`config.mk`:
```
export PLATFORM = sky130hd
export DESIGN_NAME = clkdiv_ratio_calc
export DESIGN_NICKNAME = d
export VERILOG_FILES = /design/src/rtl/clkdiv_calc_pkg.sv /design/src/rtl/seq_divider.sv /design/src/rtl/nearest_pick.sv /design/src/rtl/clkdiv_ratio_calc.sv
export SDC_FILE = /design/constraint.sdc
export NUM_CORES = 1
export LEC_CHECK = 0
export ABC_AREA = 1
export BUFFER_PORTS_ARGS = -buffer_cell sky130_fd_sc_hd__buf_2
export CAP_MARGIN = 20
export CORE_ASPECT_RATIO = 0.8
export CORE_UTILIZATION = 49
export CTS_BUF_LIST = sky130_fd_sc_hd__clkbuf_4 sky130_fd_sc_hd__clkbuf_8 sky130_fd_sc_hd__clkbuf_16
export CTS_CLUSTER_SIZE = 24
export DETAILED_ROUTE_END_ITERATION = 7
export MAX_ROUTING_LAYER = met4
export PLACE_DENSITY = 0.65
export SYNTH_ARGS = -nofsm -noshare
export SYNTH_HDL_FRONTEND = slang
export SYNTH_HIERARCHICAL = 1
export SYNTH_SLANG_ARGS = --single-unit
```
`constraint.sdc`:
```
create_clock -name clk -period 12.4 [get_ports clk]
set_input_delay 2.48 -clock clk [delete_from_list [all_inputs] [get_ports clk]]
set_output_delay 2.48 -clock clk [all_outputs]
set_load 0.005 [all_outputs]
```
`src/rtl/clkdiv_calc_pkg.sv`:
```
// Shared types for the nearest-ratio divider calculator.
// Assumes: factor width and data width are set at the top level.
package clkdiv_calc_pkg;

    // Control sequence states
    typedef enum logic [2:0] {
        ST_IDLE,   // waiting for a request
        ST_QUO,    // parent / target in flight
        ST_LO,     // parent / d in flight
        ST_HI,     // parent / (d+1) in flight
        ST_FIN,    // parent / final factor in flight
        ST_DONE    // results valid, done pulse
    } calc_state_t;

    localparam logic MODE_COMPUTE  = 1'b0;
    localparam logic MODE_READBACK = 1'b1;

endpackage

```
`src/rtl/seq_divider.sv`:
```
// Sequential restoring unsigned divider.
// Produces one quotient bit per cycle over W cycles after start_i is
// sampled, then pulses done_o for one cycle with quot_o valid.
// Assumes: divisor_i is nonzero; start_i is ignored while running.
module seq_divider #(
    parameter int W = 32
) (
    input  logic         clk,
    input  logic         rst_n,
    input  logic         start_i,
    input  logic [W-1:0] dividend_i,
    input  logic [W-1:0] divisor_i,
    output logic [W-1:0] quot_o,
    output logic         done_o
);
    localparam int CW = $clog2(W + 1);

    logic [W-1:0]  rem_q;
    logic [W-1:0]  quo_q;
    logic [W-1:0]  div_q;
    logic [W-1:0]  dvd_q;
    logic [CW-1:0] cnt_q;
    logic          done_q;
    logic [W:0]    shifted;
    logic [W:0]    diff;
    logic          fits;

    // Trial subtraction of the divisor from the shifted partial remainder
    always_comb begin
        shifted = {rem_q, quo_q[W-1]};
        diff    = shifted - {1'b0, div_q};
        fits    = (shifted >= {1'b0, div_q});
    end

    // Load operands, then step one quotient bit per cycle
    always_ff @(posedge clk) begin
        if (!rst_n) begin
            rem_q  <= '0;
            quo_q  <= '0;
            div_q  <= '0;
            dvd_q  <= '0;
            cnt_q  <= '0;
            done_q <= 1'b0;
        end else begin
            done_q <= 1'b0;
            if (start_i && cnt_q == '0) begin
                rem_q <= '0;
                quo_q <= dividend_i;
                div_q <= divisor_i;
                dvd_q <= dividend_i;
                cnt_q <= CW'(W);
            end else if (cnt_q != '0) begin
                if (fits) begin
                    rem_q <= diff[W-1:0];
                    quo_q <= {quo_q[W-2:0], 1'b1};
                end else begin
                    rem_q <= shifted[W-1:0];
                    quo_q <= {quo_q[W-2:0], 1'b0};
                end
                cnt_q <= cnt_q - CW'(1);
                if (cnt_q == CW'(1)) begin
                    done_q <= 1'b1;
                end
            end
        end
    end

    assign quot_o = quo_q;
    assign done_o = done_q;

    // finished quotient and remainder reconstruct the dividend
    a_r7_div_identity: assert property (@(posedge clk) disable iff (!rst_n)
        done_q |-> (({{W{1'b0}}, quo_q} * {{W{1'b0}}, div_q}) + {{W{1'b0}}, rem_q}
                    == {{W{1'b0}}, dvd_q}) && (rem_q < div_q));

    // divider completion is a single-cycle pulse
    a_r9_div_pulse: assert property (@(posedge clk) disable iff (!rst_n)
        done_q |=> !done_q);

endmodule

```
`src/rtl/nearest_pick.sv`:
```
// Chooses between divisor d and d+1 by smaller frequency error, with ties
// going to d+1, then clamps the result to the factor range.
// Assumes: 1 <= base_i <= 2**FW-1; q_lo_i = parent/base_i and
// q_hi_i = parent/(base_i+1).
module nearest_pick #(
    parameter int W  = 32,
    parameter int FW = 8
) (
    input  logic [W-1:0]  target_i,
    input  logic [FW:0]   base_i,
    input  logic [W-1:0]  q_lo_i,
    input  logic [W-1:0]  q_hi_i,
    output logic [FW-1:0] factor_o,
    output logic [W-1:0]  freq_o,
    output logic          ovf_o
);
    localparam int FMAX = (1 << FW) - 1;

    logic [W-1:0] err_lo;
    logic [W-1:0] err_hi;
    logic         take_hi;
    logic [FW:0]  cand;

    // Absolute error of each candidate against the target
    always_comb begin
        err_lo  = (target_i >= q_lo_i) ? (target_i - q_lo_i) : (q_lo_i - target_i);
        err_hi  = (target_i >= q_hi_i) ? (target_i - q_hi_i) : (q_hi_i - target_i);
        take_hi = (err_hi <= err_lo);
        cand    = take_hi ? (base_i + (FW+1)'(1)) : base_i;
    end

    // Clamp; a clamp here means base was FMAX, so q_lo is parent/FMAX
    always_comb begin
        if (cand > (FW+1)'(FMAX)) begin
            factor_o = FW'(FMAX);
            freq_o   = q_lo_i;
            ovf_o    = 1'b1;
        end else begin
            factor_o = cand[FW-1:0];
            freq_o   = take_hi ? q_hi_i : q_lo_i;
            ovf_o    = 1'b0;
        end
    end

endmodule

```
`src/rtl/clkdiv_ratio_calc.sv`:
```
// Nearest-ratio clock divider calculator, top level.
// Compute mode: finds the factor in 1..2**FW-1 whose parent/factor is
// nearest the target, ties to the larger factor, with clamp flags.
// Readback mode: reports parent/factor, or 0 for a gated (zero) factor.
// Assumes: operands are valid in the cycle start_i is high while idle.
module clkdiv_ratio_calc
    import clkdiv_calc_pkg::*;
#(
    parameter int W  = 32,
    parameter int FW = 8
) (
    input  logic          clk,
    input  logic          rst_n,
    input  logic          start_i,
    input  logic          mode_i,
    input  logic [W-1:0]  parent_i,
    input  logic [W-1:0]  target_i,
    input  logic [FW-1:0] factor_i,
    output logic [FW-1:0] factor_o,
    output logic [W-1:0]  freq_o,
    output logic          done_o,
    output logic          busy_o,
    output logic          ovf_o,
    output logic          udf_o
);
    localparam int FMAX = (1 << FW) - 1;

    calc_state_t   state_q;
    logic          mode_q;
    logic [W-1:0]  parent_q;
    logic [W-1:0]  target_q;
    logic [FW:0]   base_q;
    logic [W-1:0]  q_lo_q;
    logic [FW-1:0] factor_q;
    logic [W-1:0]  freq_q;
    logic          ovf_q;
    logic          udf_q;
    logic          dstart_q;
    logic [W-1:0]  divisor_q;

    logic [W-1:0]  div_quot;
    logic          div_done;
    logic [FW-1:0] pick_factor;
    logic [W-1:0]  pick_freq;
    logic          pick_ovf;

    seq_divider #(.W(W)) u_div (
        .clk        (clk),
        .rst_n      (rst_n),
        .start_i    (dstart_q),
        .dividend_i (parent_q),
        .divisor_i  (divisor_q),
        .quot_o     (div_quot),
        .done_o     (div_done)
    );

    nearest_pick #(.W(W), .FW(FW)) u_pick (
        .target_i (target_q),
        .base_i   (base_q),
        .q_lo_i   (q_lo_q),
        .q_hi_i   (div_quot),
        .factor_o (pick_factor),
        .freq_o   (pick_freq),
        .ovf_o    (pick_ovf)
    );

    // Request sequencing: capture, chain divisions, latch results
    always_ff @(posedge clk) begin
        if (!rst_n) begin
            state_q   <= ST_IDLE;
            mode_q    <= MODE_COMPUTE;
            parent_q  <= '0;
            target_q  <= '0;
            base_q    <= '0;
            q_lo_q    <= '0;
            factor_q  <= '0;
            freq_q    <= '0;
            ovf_q     <= 1'b0;
            udf_q     <= 1'b0;
            dstart_q  <= 1'b0;
            divisor_q <= '0;
        end else begin
            dstart_q <= 1'b0;
            unique case (state_q)
                ST_IDLE: begin
                    if (start_i) begin
                        mode_q   <= mode_i;
                        parent_q <= parent_i;
                        target_q <= target_i;
                        ovf_q    <= 1'b0;
                        udf_q    <= 1'b0;
                        if (mode_i == MODE_READBACK) begin
                            factor_q <= factor_i;
                            if (factor_i == '0) begin
                                freq_q  <= '0;
                                state_q <= ST_DONE;
                            end else begin
                                divisor_q <= W'(factor_i);
                                dstart_q  <= 1'b1;
                                state_q   <= ST_FIN;
                            end
                        end else if (target_i == '0) begin
                            factor_q  <= FW'(FMAX);
                            ovf_q     <= 1'b1;
                            divisor_q <= W'(FMAX);
                            dstart_q  <= 1'b1;
                            state_q   <= ST_FIN;
                        end else begin
                            divisor_q <= target_i;
                            dstart_q  <= 1'b1;
                            state_q   <= ST_QUO;
                        end
                    end
                end
                ST_QUO: begin
                    if (div_done) begin
                        if (div_quot == '0) begin
                            factor_q <= FW'(1);
                            udf_q    <= 1'b1;
                            freq_q   <= parent_q;
                            state_q  <= ST_DONE;
                        end else if (|div_quot[W-1:FW]) begin
                            factor_q  <= FW'(FMAX);
                            ovf_q     <= 1'b1;
                            divisor_q <= W'(FMAX);
                            dstart_q  <= 1'b1;
                            state_q   <= ST_FIN;
                        end else begin
                            base_q    <= {1'b0, div_quot[FW-1:0]};
                            divisor_q <= div_quot;
                            dstart_q  <= 1'b1;
                            state_q   <= ST_LO;
                        end
                    end
                end
                ST_LO: begin
                    if (div_done) begin
                        q_lo_q    <= div_quot;
                        divisor_q <= {{(W-FW-1){1'b0}}, base_q} + W'(1);
                        dstart_q  <= 1'b1;
                        state_q   <= ST_HI;
                    end
                end
                ST_HI: begin
                    if (div_done) begin
                        factor_q <= pick_factor;
                        freq_q   <= pick_freq;
                        ovf_q    <= pick_ovf;
                        state_q  <= ST_DONE;
                    end
                end
                ST_FIN: begin
                    if (div_done) begin
                        freq_q  <= div_quot;
                        state_q <= ST_DONE;
                    end
                end
                ST_DONE: begin
                    state_q <= ST_IDLE;
                end
                default: begin
                    state_q <= ST_IDLE;
                end
            endcase
        end
    end

    assign factor_o = factor_q;
    assign freq_o   = freq_q;
    assign ovf_o    = ovf_q;
    assign udf_o    = udf_q;
    assign done_o   = (state_q == ST_DONE);
    assign busy_o   = (state_q != ST_IDLE);

    // done is a single-cycle pulse
    a_r9_done_single: assert property (@(posedge clk) disable iff (!rst_n)
        done_o |=> !done_o);

    // overflow always reports the maximum factor
    a_r3_ovf_max: assert property (@(posedge clk) disable iff (!rst_n)
        (done_o && ovf_o) |-> (factor_o == FW'(FMAX)));

    // underflow reports factor 1 and the parent frequency
    a_r5_udf_one: assert property (@(posedge clk) disable iff (!rst_n)
        (done_o && udf_o) |-> (factor_o == FW'(1) && freq_o == parent_q));

    // a gated readback factor reports zero frequency
    a_r6_gated_zero: assert property (@(posedge clk) disable iff (!rst_n)
        (done_o && mode_q == MODE_READBACK && factor_o == '0) |-> (freq_o == '0));

    // the two clamp flags are exclusive
    a_r8_flags_excl: assert property (@(posedge clk) disable iff (!rst_n)
        done_o |-> !(ovf_o && udf_o));

    // captured operands stay put while a request runs
    a_r10_hold_operands: assert property (@(posedge clk) disable iff (!rst_n)
        busy_o |=> ($stable(parent_q) && $stable(target_q)));

    // the divider is never launched with a zero divisor
    a_r7_divisor_nonzero: assert property (@(posedge clk) disable iff (!rst_n)
        dstart_q |-> (divisor_q != '0));

endmodule

```
==> impl_results.md, run 1 <==
- CTS H-tree depth: 1
- Synth Flop Type: dfxtp_1
- Io pins: between 100 and 150
- Ys async rst share: 0
- Crit Path Max Fanout: 46
- DRC: 0
- CP arrival: between 8 and 9 ns
- RSZ-0062 raised after global routing: no
- Congestion Overflow GR: 0
- GRT Total Usage: 0.405
- DR iter-0 viols: approximately 4000
- Commonest non-fill, non-tap cell in the layout: nand2_1
- Post-DP HPWL: just over 90 mm
- Peak supply drop: roughly 0.00024 V
- Sequential area share after synthesis: 0.210
- Hold Violations, Final: 0
- Resize count post-CTS: 0
- CTS tree: built
- Critical Path Sink Type: register
- Row cnt: 76
- Worst slew pin tran: between 1 and 1.5 ns
- Clk sinks: ~290
- Final Total Pwr: between 9000 and 10000 uW
- Req. time, crit path: between 10 and 15 ns
- Chip width: between 200 and 300 microns
- Pwr/cell area: around 330 nW/um^2
- Layout cell share with drive strength beyond 1: 0.0765
- Vias in the first global route: approximately 26000
- Clock tree buffer depth: 3
- Max Clk Rate: about 130 MHz
- Mapped Area: 27100 sq um
- Clock skew: ~0.057 ns
- Outcome: finished clean
- Max incr delay on CP: slightly above 0.8 ns
- Vias per cell: between 5 and 6
- Yosys cell types: a little under 60
- DRT antenna net count: 0
- Crit Path Category: register to register
- Hold Buf Count CTS: 0
- Post-synth EDFFs: 0
- Clock-pin slew on the worst setup and hold paths: roughly 0.070 ns
- Fill cells: ~5800
- Die Height: 212 microns
- Largest net degree at the start of global routing: 77
- Die area: approximately 56000 sq um
- Most frequent cells in the layout: nand2_1, inv_1, nor2_1, nand3_1, a21oi_1
- Routed length per placed instance: about 21 microns
- Routed WL: around 110 mm
- Worst path most repeated cell: nand2_1
- Count of input and output buffers: ~120
- Post CTS Setup Buffer Count: 0
- Util after Layout: 0.533
- Max-cap viol count: 0
- Syn avg cell area: roughly 5.7 sq um
- TritonCTS Buffers: 28
- First-pass GRT wire length: 167 mm
- Via count: around 30000
- DR pass1 iterations: 6
- Initial antenna violation count: 2
- Core ar.: roughly 54000 sq um
- Crit path launch type: register
- Count of pins over their slew limit: 0
- Final net count: about 5000
- Routability cong.: roughly 1.1
- Hold WC Path Type: register to register
- Number of synthesized register bits: approximately 290
- Syn Nets: 5000
- Later-pin clock latency in the skew report: 0.61 ns
- Layout area overhead: 6.65%
- Slowest cell on the critical path: nand2_2
- Fin crit period: roughly 7.6 ns
- Post-Synthesis Cells: 4724
- Initial Utilization: 0.500
- # setup viols final: 0
- LEAKAGE: 0.0157 uW
- Max-slew headroom: 0.241
- CTS root buffer: clkbuf_16
- Final period util: 0.613
- Yosys Warn Count: 6
- Final setup TNS: 0 ns
-- cells by family (layout without fill, tap and decap cells) --
| group | count (synthesis) | after routing | synth area share |
|---|---|---|---|
| other cells | 1 | 2 | 0.000138 |
| xor+xnor | 75 | 75 | 0.0242 |
| buf+inv | 946 | 978 | 0.142 |
| compound gates | 579 | 579 | 0.120 |
| simple gates | 2638 | 2638 | 0.409 |
| fa+ha+maj | 200 | 200 | 0.0937 |
| flops | 285 | 285 | 0.210 |
-- where the power goes --
| part | switching [uW] | total (uW) | leakage, uW | internal (uW) |
|---|---|---|---|---|
| combinational | 5120 | 7150 | 0.0129 | 2030 |
| sequential | 234 | 1400 | 0.00233 | 1170 |
| clock | 417 | 999 | 0.000518 | 581 |
-- flip-flops by register name (all words and copies together) (netlist names) --
register      cells
divisor_q        32
u_div/quot_o     32
udf_o             1
u_div/done_o      1
dstart_q          1
state_q           3
factor_o          8
base_q            8
freq_o           32
u_div/div_q      32
q_lo_q           32
ovf_o             1
parent_q         32
u_div/cnt_q       6
u_div/rem_q      32
target_q         32
-- cell type report --
type,instances,area [sq um],share of cell area
antenna,1,2.50,0.0000866
clock buffer,31,736,0.0254
clock inverter,21,330,0.0114
inverter,790,2970,0.103
multi-input combinational,3493,17600,0.608
sequential,285,5710,0.197
tap,702,878,0.0304
timing repair buffer,136,723,0.0250
-- final timing paths --
kind	slack (ns)	start	depth (start not counted)	end
setup / recovery	4.80	target_q[7]	29	factor_o[4]
hold / removal	0.46	parent_q[25]	2	u_div/quot_o[25]
setup reg to reg	4.80	target_q[7]	29	factor_o[4]
hold reg to reg	0.46	parent_q[25]	2	u_div/quot_o[25]
-- worst max-delay path, delay by kind of cell, from the launching register on --
family,cells,cell delay (ns)
compound gates,1,0.19
fa+ha+maj,2,0.96
buf+inv,3,0.27
flops,1,0.52
simple gates,23,5.46
-- synthesized netlist by cell type, drive strengths merged, types with 12 or more instances --
library cell | count | share of area
nand2 | 1654 | 0.23
a31oi | 14 | 0.0032
nor3 | 17 | 0.0033
nor2 | 529 | 0.080
inv | 788 | 0.11
a21oi | 307 | 0.060
a221oi | 26 | 0.0084
xnor2 | 18 | 0.0058
and2 | 12 | 0.0028
buf | 84 | 0.023
a22oi | 12 | 0.0033
o21bai | 16 | 0.0044
nand4 | 46 | 0.012
dfxtp | 285 | 0.21
clkbuf | 72 | 0.010
o21ai | 173 | 0.033
nand3 | 361 | 0.071
xor2 | 57 | 0.018
ha | 195 | 0.090
-- per-stage QoR --
stage               hold slack [ns]  setup WS, ns  instance area (sq um)  instances
detailed placement            0.452          5.25                  27800       5405
global placement              0.447          5.27                  27800       5405
finish                        0.456          4.80                  28900       5459
CTS                           0.455          5.22                  28900       5457
floorplan                     0.433          8.40                  27100       4724
global route                  0.484          4.55                  28900       5458
-- routing by layer --
layer	up-vias	part of all wire	global-route usage
met3	97	0.13	0.111
met5	-	0	-
li1	14658	-	-
met4	0	0.013	0.0500
met2	1570	0.37	0.517
met1	13859	0.48	0.624
Power figures use the tool's default switching activity.
==> run 2, diff against run 1 <==
clock period = 7.4 ns   (was 12.4 ns; I/O delays follow)
==> run 2 against run 1 <==
Compared with the run above: fmax rose by 20%; final area hardly changed; sequential share of layout area is essentially flat; largest power group unchanged; critical path type unchanged; largest cell class unchanged; die area unchanged.
==> impl_results.md, run 2 (same netlist as run 1, synthesis figures left out) <==
- Outcome: finished clean
- Critical Path Sink Type: register
- Hold Violations, Final: 0 (unchanged)
- Die area: 56300 sq um (unchanged)
- GRT Total Usage: 0.406 (+0.00178)
- Fin crit period: 6.31 ns (-1.29 ns)
- Routed WL: 114 mm (+0.41%)
- Vias in the first global route: 25999 (+1.5%)
- Final net count: 5025 (+0.30%)
- Max-cap viol count: 0 (unchanged)
- Peak supply drop: 0.000473 V (+100%)
- DRT antenna net count: 0 (unchanged)
- Via count: 30316 (+0.44%)
- Initial Utilization: 0.500 (unchanged)
- Core ar.: 54200 sq um (unchanged)
- Later-pin clock latency in the skew report: 0.59 ns (-0.02 ns)
- Layout cell share with drive strength beyond 1: 0.0792 (+0.00271)
- Vias per cell: 5.54 (+0.18%)
- Resize count post-CTS: 0 (unchanged)
- Row cnt: 76 (unchanged)
- DR pass1 iterations: 7 (+1)
- Crit path launch type: register
- Crit Path Max Fanout: 36 (-22%)
- Clock skew: 0.0147 ns (-0.0420 ns)
- Final Total Pwr: 15900 uW (+67%)
- Final period util: 0.853 (+0.240)
- Layout area overhead: 6.57% (about the same)
- DR iter-0 viols: 4122 (+0.15%)
- Most frequent cells in the layout: nand2_1, inv_1, nor2_1, nand3_1, a21oi_1
- Reg2reg path depth: 24 (-17%)
- Worst slew pin tran: 1.12 ns (-0.00475 ns)
- Routed length per placed instance: 20.8 microns (+0.16%)
- CP arrival: 6.78 ns (-1.33 ns)
- Initial antenna violation count: 1 (-1)
- Final setup TNS: 0 ns (unchanged)
- Post CTS Setup Buffer Count: 0 (unchanged)
- Chip width: 265 microns (unchanged)
- LEAKAGE: 0.0157 uW (+0.11%)
- Clock-pin slew on the worst setup and hold paths: 0.07 ns (about the same)
- Final worst setup slack: 1.09 ns (-3.71 ns)
- CTS tree: built
- Clk sinks: 285 (unchanged)
- First-pass GRT wire length: 167 mm (+0.49%)
- # setup viols final: 0 (unchanged)
- Io pins: 120 (unchanged)
- Count of input and output buffers: 119 (unchanged)
- Count of pins over their slew limit: 0 (unchanged)
- Congestion Overflow GR: 0 (unchanged)
- Post-DP HPWL: 91.9 mm (about the same)
- Max-slew headroom: 0.244 (+0.00320)
- Pwr/cell area: 551 nW/um^2 (+67%)
- RSZ-0062 raised after global routing: no
- Hold WC Path Type: register to register
- Crit Path Category: register to register
- DRC: 0 (unchanged)
- Routability cong.: 1.11 (+0.80%)
- Max Clk Rate: 158 MHz (+20%)
- Hold Buf Count CTS: 0 (unchanged)
- Util after Layout: 0.533 (about the same)
- Die Height: 212 microns (unchanged)
- Worst slack at placement: 1.48 ns (-3.77 ns)
- Commonest non-fill, non-tap cell in the layout: nand2_1
- Req. time, crit path: 7.87 ns (-5.04 ns)
- Clock tree buffer depth: 3 (unchanged)
- Largest net degree at the start of global routing: 71 (-7.8%)
- Hold Path Stages: 2 (unchanged)
- CTS H-tree depth: 1 (unchanged)
- TritonCTS Buffers: 27 (-3.6%)
- CTS root buffer: clkbuf_16
[run 2: area by class of cell]
cell class / instances / area, sq um
diodes: 1 / 2.50
clock buffers: 40 / 817
clock inverters: 10 / 105
fillers: 5855 / 25300
inverters: 790 / 2970
multi-input cells: 3493 / 17600
flip-flops and latches: 285 / 5710
well taps: 702 / 878
repair buffers: 152 / 846
[run 2: final timing paths]
check,to,slack [ns],startpoint
worst max-delay path,freq_o[21],1.09,target_q[27]
worst min register to register,factor_o[1],0.47,factor_o[1]
worst max register to register,freq_o[21],1.09,target_q[27]
worst min-delay path,factor_o[1],0.47,factor_o[1]
[run 2: critical path: stages, from the launching register on]
cell and delay [ns]:
dfxtp_1 0.46, inv_1 0.13, ha_1 0.48, a21oi_1 0.47
nand2_1 0.16, nand2_1 0.08, nand2_1 0.16, a21oi_4 0.22
nand3_4 0.43, nand2_1 0.21, inv_1 0.06, nor2_1 0.56
ha_1 0.26, nand4_1 0.10, nor2_1 0.50, nand4_2 0.49
nand2_2 0.22, nand2_2 0.20, buf_4 0.32, nand2_1 0.09
nand2_1 0.04, a221oi_1 0.30, nand2_1 0.09, nand2_1 0.09
nor2_1 0.04
[run 2: through the flow]
step | cells | hold WS, ns | instance area, sq um
floorplan | 4724 | 0.433 | 27100
detailed placement | 5422 | 0.456 | 28000
global placement | 5422 | 0.449 | 28000
global route | 5472 | 0.482 | 28900
CTS | 5472 | 0.466 | 28900
finish | 5473 | 0.466 | 28900
[run 2: power breakdown]
group	internal, uW	switching, uW	total, uW
sequential	1960	359	2320
combinational	3450	8680	12100
clock	808	665	1470
total	6210	9700	15900
[run 2: metal layers]
metal,track usage,share of wire,vias to the layer above
met3,0.125,0.14,143
met2,0.508,0.36,1679
met1,0.616,0.47,13806
li1,-,-,14688
met4,0.0815,0.023,0
met5,-,0,-
